## src/rtl/step_sense_pkg.sv

```systemverilog
package step_sense_pkg;
    typedef enum logic [1:0] {
        SW_OFF,
        SW_CLAMP,
        SW_FLOAT,
        SW_SAMPLE
    } sw_mode_e;
endpackage

```

## src/rtl/step_sense_tick.sv

```systemverilog
module step_sense_tick #(
    parameter int UNIT_CYC = 1
) (
    input  logic clk_i,
    input  logic rst_ni,
    input  logic clr_i,
    output logic tick_o
);
    localparam int CW = (UNIT_CYC > 1) ? $clog2(UNIT_CYC) : 1;

    logic [CW-1:0] cnt_d, cnt_q;

    assign tick_o = (cnt_q == CW'(UNIT_CYC - 1));

    always_comb begin
        cnt_d = cnt_q;
        if (clr_i || tick_o) cnt_d = '0;
        else                 cnt_d = cnt_q + 1'b1;
    end

    always_ff @(posedge clk_i or negedge rst_ni) begin
        if (!rst_ni) cnt_q <= '0;
        else         cnt_q <= cnt_d;
    end
endmodule

```

## src/rtl/step_sense_swmap.sv

```systemverilog
module step_sense_swmap
    import step_sense_pkg::*;
(
    input  sw_mode_e mode_i,
    input  logic     odd_slot_i,
    input  logic     dir_i,
    output logic     hs_a_o,
    output logic     hs_b_o,
    output logic     sense_a_o,
    output logic     sense_b_o
);
    logic swap;
    assign swap = odd_slot_i ^ dir_i;

    always_comb begin
        hs_a_o    = 1'b0;
        hs_b_o    = 1'b0;
        sense_a_o = 1'b0;
        sense_b_o = 1'b0;
        unique case (mode_i)
            SW_CLAMP: begin
                hs_a_o = 1'b1;
                hs_b_o = 1'b1;
            end
            SW_SAMPLE: begin
                hs_a_o    = swap;
                sense_b_o = swap;
                hs_b_o    = !swap;
                sense_a_o = !swap;
            end
            default: ;
        endcase
    end
endmodule

```

## src/rtl/step_sense_seq.sv

```systemverilog
module step_sense_seq
    import step_sense_pkg::*;
#(
    parameter int UNIT_CYC   = 1,
    parameter int CLAMP_U    = 32,
    parameter int FLOAT_U    = 32,
    parameter int SLOT_U     = 16,
    parameter int SAMP_U     = 2,
    parameter int LIM_BASE_U = 128,
    parameter int LIM_STEP_U = 32,
    parameter int DET_U      = 896
) (
    input  logic       clk_i,
    input  logic       rst_ni,
    input  logic       start_i,
    input  logic       strongest_i,
    input  logic       dir_i,
    input  logic [2:0] limit_i,
    input  logic       cmp_i,
    output logic       hs_a_o,
    output logic       hs_b_o,
    output logic       sense_a_o,
    output logic       sense_b_o,
    output logic       done_o,
    output logic       pass_o
);
    localparam int SENSE_AT = CLAMP_U + FLOAT_U;
    localparam int EW       = $clog2(DET_U + 1);
    localparam int OW       = (SLOT_U > 1) ? $clog2(SLOT_U) : 1;

    typedef struct packed {
        logic          run;
        logic          dir;
        logic [EW-1:0] lim;
        logic [EW-1:0] unit;
        logic [OW-1:0] off;
        logic          odd;
        logic          pos_seen;
        logic [EW-1:0] pos_at;
        logic          done;
        logic          pass;
    } st_t;

    st_t      q, d;
    logic     tick, accept, in_sense, in_window, read_now, hit;
    sw_mode_e mode;
    logic     run_w;

    assign accept    = !q.run && start_i && !strongest_i;
    assign in_sense  = q.unit >= EW'(SENSE_AT);
    assign in_window = q.off >= OW'(SLOT_U - SAMP_U);
    assign read_now  = q.run && tick && in_sense && (q.off == OW'(SLOT_U - 1));
    assign run_w     = q.run;

    step_sense_tick #(.UNIT_CYC(UNIT_CYC)) u_tick (
        .clk_i  (clk_i),
        .rst_ni (rst_ni),
        .clr_i  (accept),
        .tick_o (tick)
    );

    always_comb begin
        if (!q.run)                          mode = SW_OFF;
        else if (q.unit < EW'(CLAMP_U))      mode = SW_CLAMP;
        else if (!in_sense)                  mode = SW_FLOAT;
        else if (in_window)                  mode = SW_SAMPLE;
        else                                 mode = SW_CLAMP;
    end

    step_sense_swmap u_map (
        .mode_i     (mode),
        .odd_slot_i (q.odd),
        .dir_i      (q.dir),
        .hs_a_o     (hs_a_o),
        .hs_b_o     (hs_b_o),
        .sense_a_o  (sense_a_o),
        .sense_b_o  (sense_b_o)
    );

    always_comb begin
        d      = q;
        d.done = 1'b0;
        d.pass = 1'b0;
        hit    = 1'b0;
        if (accept) begin
            d.run      = 1'b1;
            d.dir      = dir_i;
            d.lim      = EW'(LIM_BASE_U) + EW'(limit_i) * EW'(LIM_STEP_U);
            d.unit     = '0;
            d.off      = '0;
            d.odd      = 1'b0;
            d.pos_seen = 1'b0;
            d.pos_at   = '0;
        end else if (q.run && tick) begin
            d.unit = q.unit + 1'b1;
            if (in_sense) begin
                if (q.off == OW'(SLOT_U - 1)) begin
                    d.off = '0;
                    d.odd = !q.odd;
                end else begin
                    d.off = q.off + 1'b1;
                end
            end
            if (read_now && cmp_i) begin
                if (!q.odd && !q.pos_seen) begin
                    d.pos_seen = 1'b1;
                    d.pos_at   = q.unit;
                end
                if (q.odd && q.pos_seen && ((q.unit - q.pos_at) <= q.lim)) begin
                    hit = 1'b1;
                end
            end
            if (hit) begin
                d.run  = 1'b0;
                d.done = 1'b1;
                d.pass = 1'b1;
            end else if (q.unit == EW'(DET_U - 1)) begin
                d.run  = 1'b0;
                d.done = 1'b1;
                d.pass = 1'b0;
            end
        end
    end

    always_ff @(posedge clk_i or negedge rst_ni) begin
        if (!rst_ni) q <= '0;
        else         q <= d;
    end

    assign done_o = q.done;
    assign pass_o = q.pass;
endmodule

```

## config.mk

```make
export PLATFORM = sky130hd
export DESIGN_NAME = step_sense_seq
export DESIGN_NICKNAME = d
export VERILOG_FILES = /design/src/rtl/step_sense_pkg.sv /design/src/rtl/step_sense_tick.sv /design/src/rtl/step_sense_swmap.sv /design/src/rtl/step_sense_seq.sv
export SDC_FILE = /design/constraint.sdc
export NUM_CORES = 1
export LEC_CHECK = 0
export BUFFER_PORTS_ARGS = -buffer_cell sky130_fd_sc_hd__buf_4
export CAP_MARGIN = 10
export CORE_MARGIN = 1.5
export CORE_UTILIZATION = 37
export CTS_BUF_LIST = sky130_fd_sc_hd__clkbuf_8
export DETAILED_ROUTE_END_ITERATION = 10
export PLACE_DENSITY_LB_ADDON = 0.15
export SLEW_MARGIN = 5
export SYNTH_ARGS = -nofsm -noshare
export SYNTH_HDL_FRONTEND = slang
export SYNTH_SLANG_ARGS = --single-unit
```

## constraint.sdc

```tcl
create_clock -name clk_i -period 2.9 [get_ports clk_i]
set_input_delay 0.29 -clock clk_i [delete_from_list [all_inputs] [get_ports clk_i]]
set_output_delay 0.29 -clock clk_i [all_outputs]
set_load 0.005 [all_outputs]
```

==> results of run 1 <==
cell families (layout without fill, tap and decap cells):
family                   count (synthesis)  after routing  synth area share, %
adder cells (fa/ha/maj)                 17             17                 10.2
AND/OR/NAND/NOR                         83             83                 21.8
other                                    1              1                0.180
buffers and inverters                   21             53                 4.02
XOR/XNOR                                16             16                 6.72
flip-flops                              35             35                 42.0
AO/OA/AOI/OAI                           45             45                 15.0
area by class of cell:
type | instances | area share (%)
multi-input cells | 162 | 46.9
flip-flops and latches | 35 | 34.8
repair buffers | 31 | 9.36
well taps | 72 | 3.58
clock buffers | 5 | 2.74
inverters | 14 | 2.09
clock inverters | 3 | 0.498
repair_timing:
action,4_1_cts,5_1_grt
gates resized for setup,0,10
endpoints found under the setup margin,0,3
hold endpoints to repair,35,0
hold buffers,1,0
buffers inserted,0,2
layer usage:
metal / vias up / global-route usage [%] / routed length (microns) / share of wire (%)
li1: 821 / - / - / -
met4: 0 / 6.61 / 82 / 1.8
met2: 29 / 25.5 / 2080 / 46
met1: 744 / 21.3 / 2150 / 48
met3: 10 / 3.95 / 212 / 4.7
met5: - / 0 / 0 / 0
how the worst max path moves through the flow:
stage,depth (start not counted),slack (ns),end
3_3_place_gp,14,0.1,done_o$_DFF_PN0_
3_5_place_dp,14,0.04,done_o$_DFF_PN0_
2_1_floorplan,13,0.11,done_o$_DFF_PN0_
6_report,14,0.14,run_w$_DFFE_PN0P_
4_1_cts,14,0.005,run_w$_DFFE_PN0P_
5_1_grt,14,-0.05,done_o$_DFF_PN0_
worst register-to-register path: cells and delay by family (launching register included):
kind            cells  cell delay, ns
fa+ha+maj           2            0.51
simple gates        4            0.70
compound gates      6            0.91
xor+xnor            1            0.08
flops               1            0.36
buf+inv             1            0.11
sequential cells by signal, indices dropped and copies added (netlist names):
name,flops
run_w,1
q,31
done_o,1
pass_o,1
u_tick.cnt_q,1
per-stage QoR:
| stage | hold slack (ns) | worst slack [ns] | instances | TNS, ns |
|---|---|---|---|---|
| 2_1_floorplan | -0.00559 | 0.111 | 218 | 0 |
| 3_3_place_gp | 0.286 | 0.0976 | 311 | 0 |
| 6_report | 0.183 | 0.137 | 322 | 0 |
| 5_1_grt | 0.194 | -0.0475 | 322 | -0.0882 |
| 4_1_cts | 0.176 | 0.00461 | 320 | 0 |
| 3_5_place_dp | 0.285 | 0.0429 | 311 | 0 |
synth_stat cells, types with 2 or more instances:
library cell / instances
a21oi_1: 10
ha_1: 17
and4_1: 2
nand3_1: 8
or3_1: 3
buf_2: 4
inv_1: 14
nor2b_1: 4
clkbuf_1: 3
a21o_1: 4
nand2b_1: 3
o211ai_1: 2
nand2_1: 28
nor2_1: 18
nand4_1: 5
xnor2_1: 5
o21ai_1: 2
o31ai_1: 8
dfrtp_1: 35
a211oi_1: 2
o21ai_0: 9
xor2_1: 11
power breakdown:
group	total, mW	switching, mW	internal [mW]
clock network	0.347	0.185	0.162
logic	1.14	0.563	0.573
registers	0.724	0.121	0.602
total	2.21	0.869	1.34
==> summary.md, run 1 <==
| Metric | Value |
|---|---|
| Fin crit period | `2.76 ns` |
| Starting density of the core | `38.1%` |
| R2R Setup Slk | `0.14 ns` |
| Initial antenna violation count | `0` |
| DRT Pass-1 Iters | `4` |
| Core area | `0.00547 sq mm` |
| N_diodes | `0` |
| Mapped Avg Cell Area | `9.56 sq um` |
| Sequential-to-total area share from yosys stat | `42.0%` |
| Die area | `0.00609 sq mm` |
| Reg2reg start | `q[6]$_DFFE_PN0P_` |
| CTS tree | `done` |
| Most frequent cells in the layout | `dfrtp_1, buf_4, nand2_1, nor2_1, inv_1` |
| Post-synth top area share | `42.0%` |
| Hold Vio Cnt, Final | `0` |
| Yosys cell types | `43` |
| Post-synth EDFFs | `0` |
| Most common cell after layout, fill and taps aside | `dfrtp_1` |
| CP dominant cell by count | `a21oi_2` |
| Row count | `27` |
| Routed len/inst | `14.1 microns` |
| Vias in the first global route | `1,545` |
| Finished layout cell area | `0.00251 sq mm` |
| Post-DP HPWL | `3190 microns` |
| Critical hold path startpoint | `dir_i` |
| DRC viols | `0` |
| Total power | `2.21 mW` |
| Die width | `78.1 microns` |
| CP arrival | `2.95 ns` |
| Ports | `15` |
| First-pass GRT wire length | `7510 microns` |
| Clock Latency Late Sink | `0.29 ns` |
| Worst-path clk slew | `0.07 ns` |
| Gr usage total | `16.2%` |
| Cells after synthesis | `218` |
| Critical path peak fanout | `3` |
| CTS H-Tree Depth | `2` |
| DR iter-0 viols | `72` |
| Dpl cell area | `0.00235 sq mm` |
| Max-slew headroom | `65.7%` |
| Leak | `1.18 nW` |
| Crit-path cells | `inv_1 > ha_4 > or3_1 > o21ai_2 > a21oi_2 > a21o_1 > a21oi_2 > xnor2_1 > ha_1 > and4_1 > nand3_2 > a221oi_2 > o221a_4 > nor2_1` |
| Path type of the worst min-delay path | `in -> reg` |
| CP max stage delay | `0.36 ns` |
| Post-synth top flop | `dfrtp_1` |
| Max VDD drop | `0.298 mV` |
| Hold path cells | `3` |
| Total grt overflow | `0` |
| Top post-synthesis cells by area | `dfrtp_1, ha_1, nand2_1` |
| Worst path required time | `3.08 ns` |
| Die Height | `78.1 microns` |
| Gpl congestion | `0.796` |
| Wirelength, routed | `4530 microns` |
| Worst slew pin tran | `0.511 ns` |
| Hold path endpoint | `q[38]$_DFFE_PN0P_` |
| Total CTS buffers | `5` |
| Port Buffers | `14` |
| CP bufs+invs | `1` |
| Final setup vio count | `0` |
| Critical path launch point type | `register` |
| Net Count, Synth | `244` |
| Pin count of the biggest net entering global routing | `36` |
| Fmax | `0.362 GHz` |
| # fillers | `563` |
| Slowest cell on crit path | `dfrtp_1` |
| Critical path origin | `q[6]$_DFFE_PN0P_` |
| Final net count | `275` |
| Via/cell ratio | `4.98` |
| Post-synth top area cell | `dfrtp_1` |
| Fin util | `45.9%` |
| Status | `completed` |
| Area Growth Syn to Fin | `20.6%` |
| PwrDens | `877 mW/mm^2` |
| Share of layout cells above drive strength 1 | `21.6%` |
| Synth async-reset ratio | `100%` |
| Crit path kind | `reg -> reg` |
| Synth Cell Area | `0.00208 sq mm` |
| Cells on worst reg2reg path | `14` |
| Clock Skew | `0.00353 ns` |
| Slew Viols, Final | `0` |
| CTS Sinks | `35` |
| Clock root cell | `clkbuf_8` |
| Post-synthesis register bit count | `35` |
| Maximum clock path buffer count | `2` |
| Yosys Warn Count | `0` |
| Vias | `1,604` |
| Post-DRT Antenna Nets | `0` |
| RR Endpoint | `run_w$_DFFE_PN0P_` |
| Max Cap Viol | `0` |
| Area of the multi-input gates | `0.00118 sq mm` |
| Crit end category | `register` |
| Crit share post-route | `95.3%` |
| Critical path's top delay family | `compound AO/OA/AOI/OAI gates` |
| Register area | `876 sq um` |
Power figures use the tool's default switching activity.
==> inputs of run 2 (changes only) <==
- CAP_MARGIN: 10 -> 20
- SYNTH_HIERARCHICAL: not set -> 1
==> run 2 against run 1 <==
The run now ends with setup timing left. Via count up 3.8%. Clock power up 9.8%. Sequential power down 4.1%. Worst hold slack better by 0.012 ns. Flip-flop and latch count unchanged. Power up 5.5%. Clock skew up 0.0056 ns. Critical endpoint is now done_o$_DFF_PN0_. Largest cell class unchanged. Largest power group unchanged.
==> summary.md, run 2 <==
| Metric | Value |
|---|---|
| Top post-synthesis cells by area | `dfrtp_1, ha_1, nand2_1 (unchanged)` |
| Final setup vio count | `2 (was 0)` |
| Yosys Warn Count | `6 (was 0)` |
| Die width | `77.3 microns (was 78.1 microns)` |
| Max Cap Viol | `0 (unchanged)` |
| DRC viols | `0 (unchanged)` |
| Fmax | `0.335 GHz (was 0.362 GHz)` |
| Post-DRT Antenna Nets | `0 (unchanged)` |
| Largest reg by FF count | `q (unchanged)` |
| Yosys cell types | `38 (was 43)` |
| Pin count of the biggest net entering global routing | `36 (unchanged)` |
| Mapped Avg Cell Area | `9.08 sq um (was 9.56 sq um)` |
| Wirelength, routed | `4480 microns (was 4530 microns)` |
| Ports | `15 (unchanged)` |
| First-pass GRT wire length | `7540 microns (was 7510 microns)` |
| Fin util | `49.5% (was 45.9%)` |
| Maximum clock path buffer count | `2 (unchanged)` |
| Post-synth top cells | `nand2_1, dfrtp_1, nor2_1, ha_1, o21ai_0 (was dfrtp_1, nand2_1, nor2_1, ha_1, inv_1)` |
| Crit-path cells | `inv_2 > ha_4 > a21o_1 > a21oi_2 > nand2_1 > a21o_1 > xor2_1 > ha_1 > nor2b_4 > o21a_1 > o21ai_1 > or2b_4 > a221oi_4 > nand2b_1 (was inv_1 > ha_4 > or3_1 > o21ai_2 > a21oi_2 > a21o_1 > a21oi_2 > xnor2_1 > ha_1 > and4_1 > nand3_2 > a221oi_2 > o221a_4 > nor2_1)` |
| Post-synth EDFFs | `0 (unchanged)` |
| Violated checks | `setup timing` |
| Post-synth top flop | `dfrtp_1 (unchanged)` |
| Clock Skew | `0.00908 ns (was 0.00353 ns)` |
| Slowest cell on crit path | `dfrtp_1 (unchanged)` |
| Clock root cell | `clkbuf_8 (unchanged)` |
| Hold path endpoint | `q[33]$_DFFE_PN0P_ (was q[38]$_DFFE_PN0P_)` |
| Leak | `1.21 nW (was 1.18 nW)` |
| Worst-path clk slew | `0.08 ns (was 0.07 ns)` |
| Reg2reg start | `q[5]$_DFFE_PN0P_ (was q[6]$_DFFE_PN0P_)` |
| PwrDens | `904 mW/mm^2 (was 877 mW/mm^2)` |
| Fin crit period | `2.99 ns (was 2.76 ns)` |
| # fillers | `504 (was 563)` |
| Vias in the first global route | `1,628 (was 1,545)` |
| Starting density of the core | `39.2% (was 38.1%)` |
| Via/cell ratio | `4.93 (was 4.98)` |
| CP max stage delay | `0.38 ns (was 0.36 ns)` |
| Die Height | `77.3 microns (was 78.1 microns)` |
| Cells after synthesis | `225 (was 218)` |
| RR Endpoint | `done_o$_DFF_PN0_ (was run_w$_DFFE_PN0P_)` |
| Die area | `0.00597 sq mm (was 0.00609 sq mm)` |
| R2R Setup Slk | `-0.09 ns (was 0.14 ns)` |
| Gpl congestion | `0.750 (was 0.796)` |
| Path type of the worst min-delay path | `in -> reg (unchanged)` |
| Net Count, Synth | `251 (was 244)` |
| CTS tree | `done (unchanged)` |
| Critical hold path startpoint | `limit_i[0] (was dir_i)` |
| Slew Viols, Final | `0 (unchanged)` |
| Share of layout cells above drive strength 1 | `23.1% (was 21.6%)` |
| CTS Sinks | `35 (unchanged)` |
| Max VDD drop | `0.360 mV (was 0.298 mV)` |
| Initial antenna violation count | `0 (unchanged)` |
| RSZ-0062 raised after global routing | `true` |
| Final net count | `293 (was 275)` |
| Gr usage total | `16.3% (was 16.2%)` |
| Total CTS buffers | `5 (unchanged)` |
| Worst hold margin | `0.195 ns (was 0.183 ns)` |
| Max FFs per register | `31 (unchanged)` |
| Area of the multi-input gates | `0.00115 sq mm (was 0.00118 sq mm)` |
| DRT Pass-1 Iters | `4 (unchanged)` |
| CP arrival | `3.20 ns (was 2.95 ns)` |
| Dpl ws | `-0.0783 ns (was 0.0429 ns)` |
| Post-synthesis register bit count | `35 (unchanged)` |
| Worst path required time | `3.11 ns (was 3.08 ns)` |
| Synth async-reset ratio | `100% (unchanged)` |
| Crit share post-route | `103% (was 95.3%)` |
| Cells on worst reg2reg path | `14 (unchanged)` |
| Port Buffers | `14 (unchanged)` |
| Synth Cell Area | `0.00204 sq mm (was 0.00208 sq mm)` |
| Setup tns final | `-0.138 ns (was 0 ns)` |
| Post-DP HPWL | `3170 microns (was 3190 microns)` |
| Total grt overflow | `0 (unchanged)` |
| Vias | `1,665 (was 1,604)` |
| Status | `complete, but fails checks (was completed)` |
| Critical path launch point type | `register (unchanged)` |
| N_diodes | `0 (unchanged)` |
| Clock Latency Late Sink | `0.29 ns (about the same)` |
| Hold path cells | `3 (unchanged)` |
| Post-synth top area share | `42.9% (was 42.0%)` |
| CTS H-Tree Depth | `2 (unchanged)` |
| Most frequent cells in the layout | `nand2_1, buf_4, dfrtp_1, nor2_1 (was dfrtp_1, buf_4, nand2_1, nor2_1, inv_1)` |
| Critical path peak fanout | `3 (unchanged)` |
| Hold Vio Cnt, Final | `0 (unchanged)` |
| Setup ws final | `-0.0854 ns (was 0.137 ns)` |
| Area Growth Syn to Fin | `26.1% (was 20.6%)` |
| Core area | `0.00520 sq mm (was 0.00547 sq mm)` |
| Routed len/inst | `13.3 microns (was 14.1 microns)` |
| Crit path kind | `reg -> reg (unchanged)` |
| Most frequent cell after synthesis | `nand2_1 (was dfrtp_1)` |
| Sequential-to-total area share from yosys stat | `42.9% (was 42.0%)` |
| Post-synth top area cell | `dfrtp_1 (unchanged)` |
| Crit end category | `register (unchanged)` |
| Row count | `26 (was 27)` |
| Register area | `876 sq um (unchanged)` |
| DR iter-0 viols | `71 (was 72)` |
| CP dominant cell by count | `a21o_1 (was a21oi_2)` |
## run 2: logic make-up after synthesis
kind of cell,share of synthesized area [%]
XOR/XNOR,7.29
AND/OR/NAND/NOR,20.0
AO/OA/AOI/OAI,15.2
adder cells (fa/ha/maj),10.4
other,0.184
flip-flops,42.9
buffers and inverters,3.98
## run 2: worst max-delay path by stage
stage | startpoint | end | slack, ns | cells past startpoint
floorplan | q[19]$_DFFE_PN0P_ | done_o$_DFF_PN0_ | 0.009 | 13
CTS | q[5]$_DFFE_PN0P_ | done_o$_DFF_PN0_ | -0.01 | 14
finish | q[5]$_DFFE_PN0P_ | done_o$_DFF_PN0_ | -0.09 | 14
global route | q[5]$_DFFE_PN0P_ | done_o$_DFF_PN0_ | -0.24 | 14
global placement | q[3]$_DFFE_PN0P_ | done_o$_DFF_PN0_ | -0.03 | 14
detailed placement | q[21]$_DFFE_PN0P_ | done_o$_DFF_PN0_ | -0.08 | 13
## run 2: routing by layer
metal	routed length [microns]	vias to the layer above	track usage [%]
met5	0	-	0
met4	74	0	5.09
met3	167	8	4.40
met2	1960	24	26.1
met1	2280	781	21.5
li1	-	852	-
## run 2: area by class of cell
type	instances	area share, %
well taps	70	3.40
repair buffers	39	11.5
multi-input cells	169	44.8
clock inverters	2	0.632
inverters	17	2.48
clock buffers	6	3.21
flip-flops and latches	35	34.0
## run 2: worst max-delay path, delay by kind of cell (launching register included)
family | cells | cell delay (ns)
compound gates | 6 | 1.15
simple gates | 4 | 0.64
fa+ha+maj | 2 | 0.50
flops | 1 | 0.38
xor+xnor | 1 | 0.16
buf+inv | 1 | 0.08
## run 2: what timing repair did
action | in CTS | in global routing
pin swaps | 6 | 9
hold endpoints to repair | 35 | 0
resized for setup | 6 | 9
hold buffers | 1 | 0
buffers inserted | 3 | 1
endpoints found under the setup margin | 3 | 3
## run 2: stage by stage
stage	total power [mW]	area (sq um)	std cells
6_report	2.33	2570	338
5_1_grt	2.53	2570	338
4_1_cts	2.24	2520	337
3_5_place_dp	1.76	2370	325
3_3_place_gp	1.74	2370	325
2_1_floorplan	1.35	2040	225
## run 2: power breakdown
part           internal, mW  switching, mW
Clock                 0.194          0.187
Combinational         0.692          0.559
Sequential            0.593          0.101
Total                  1.48          0.847
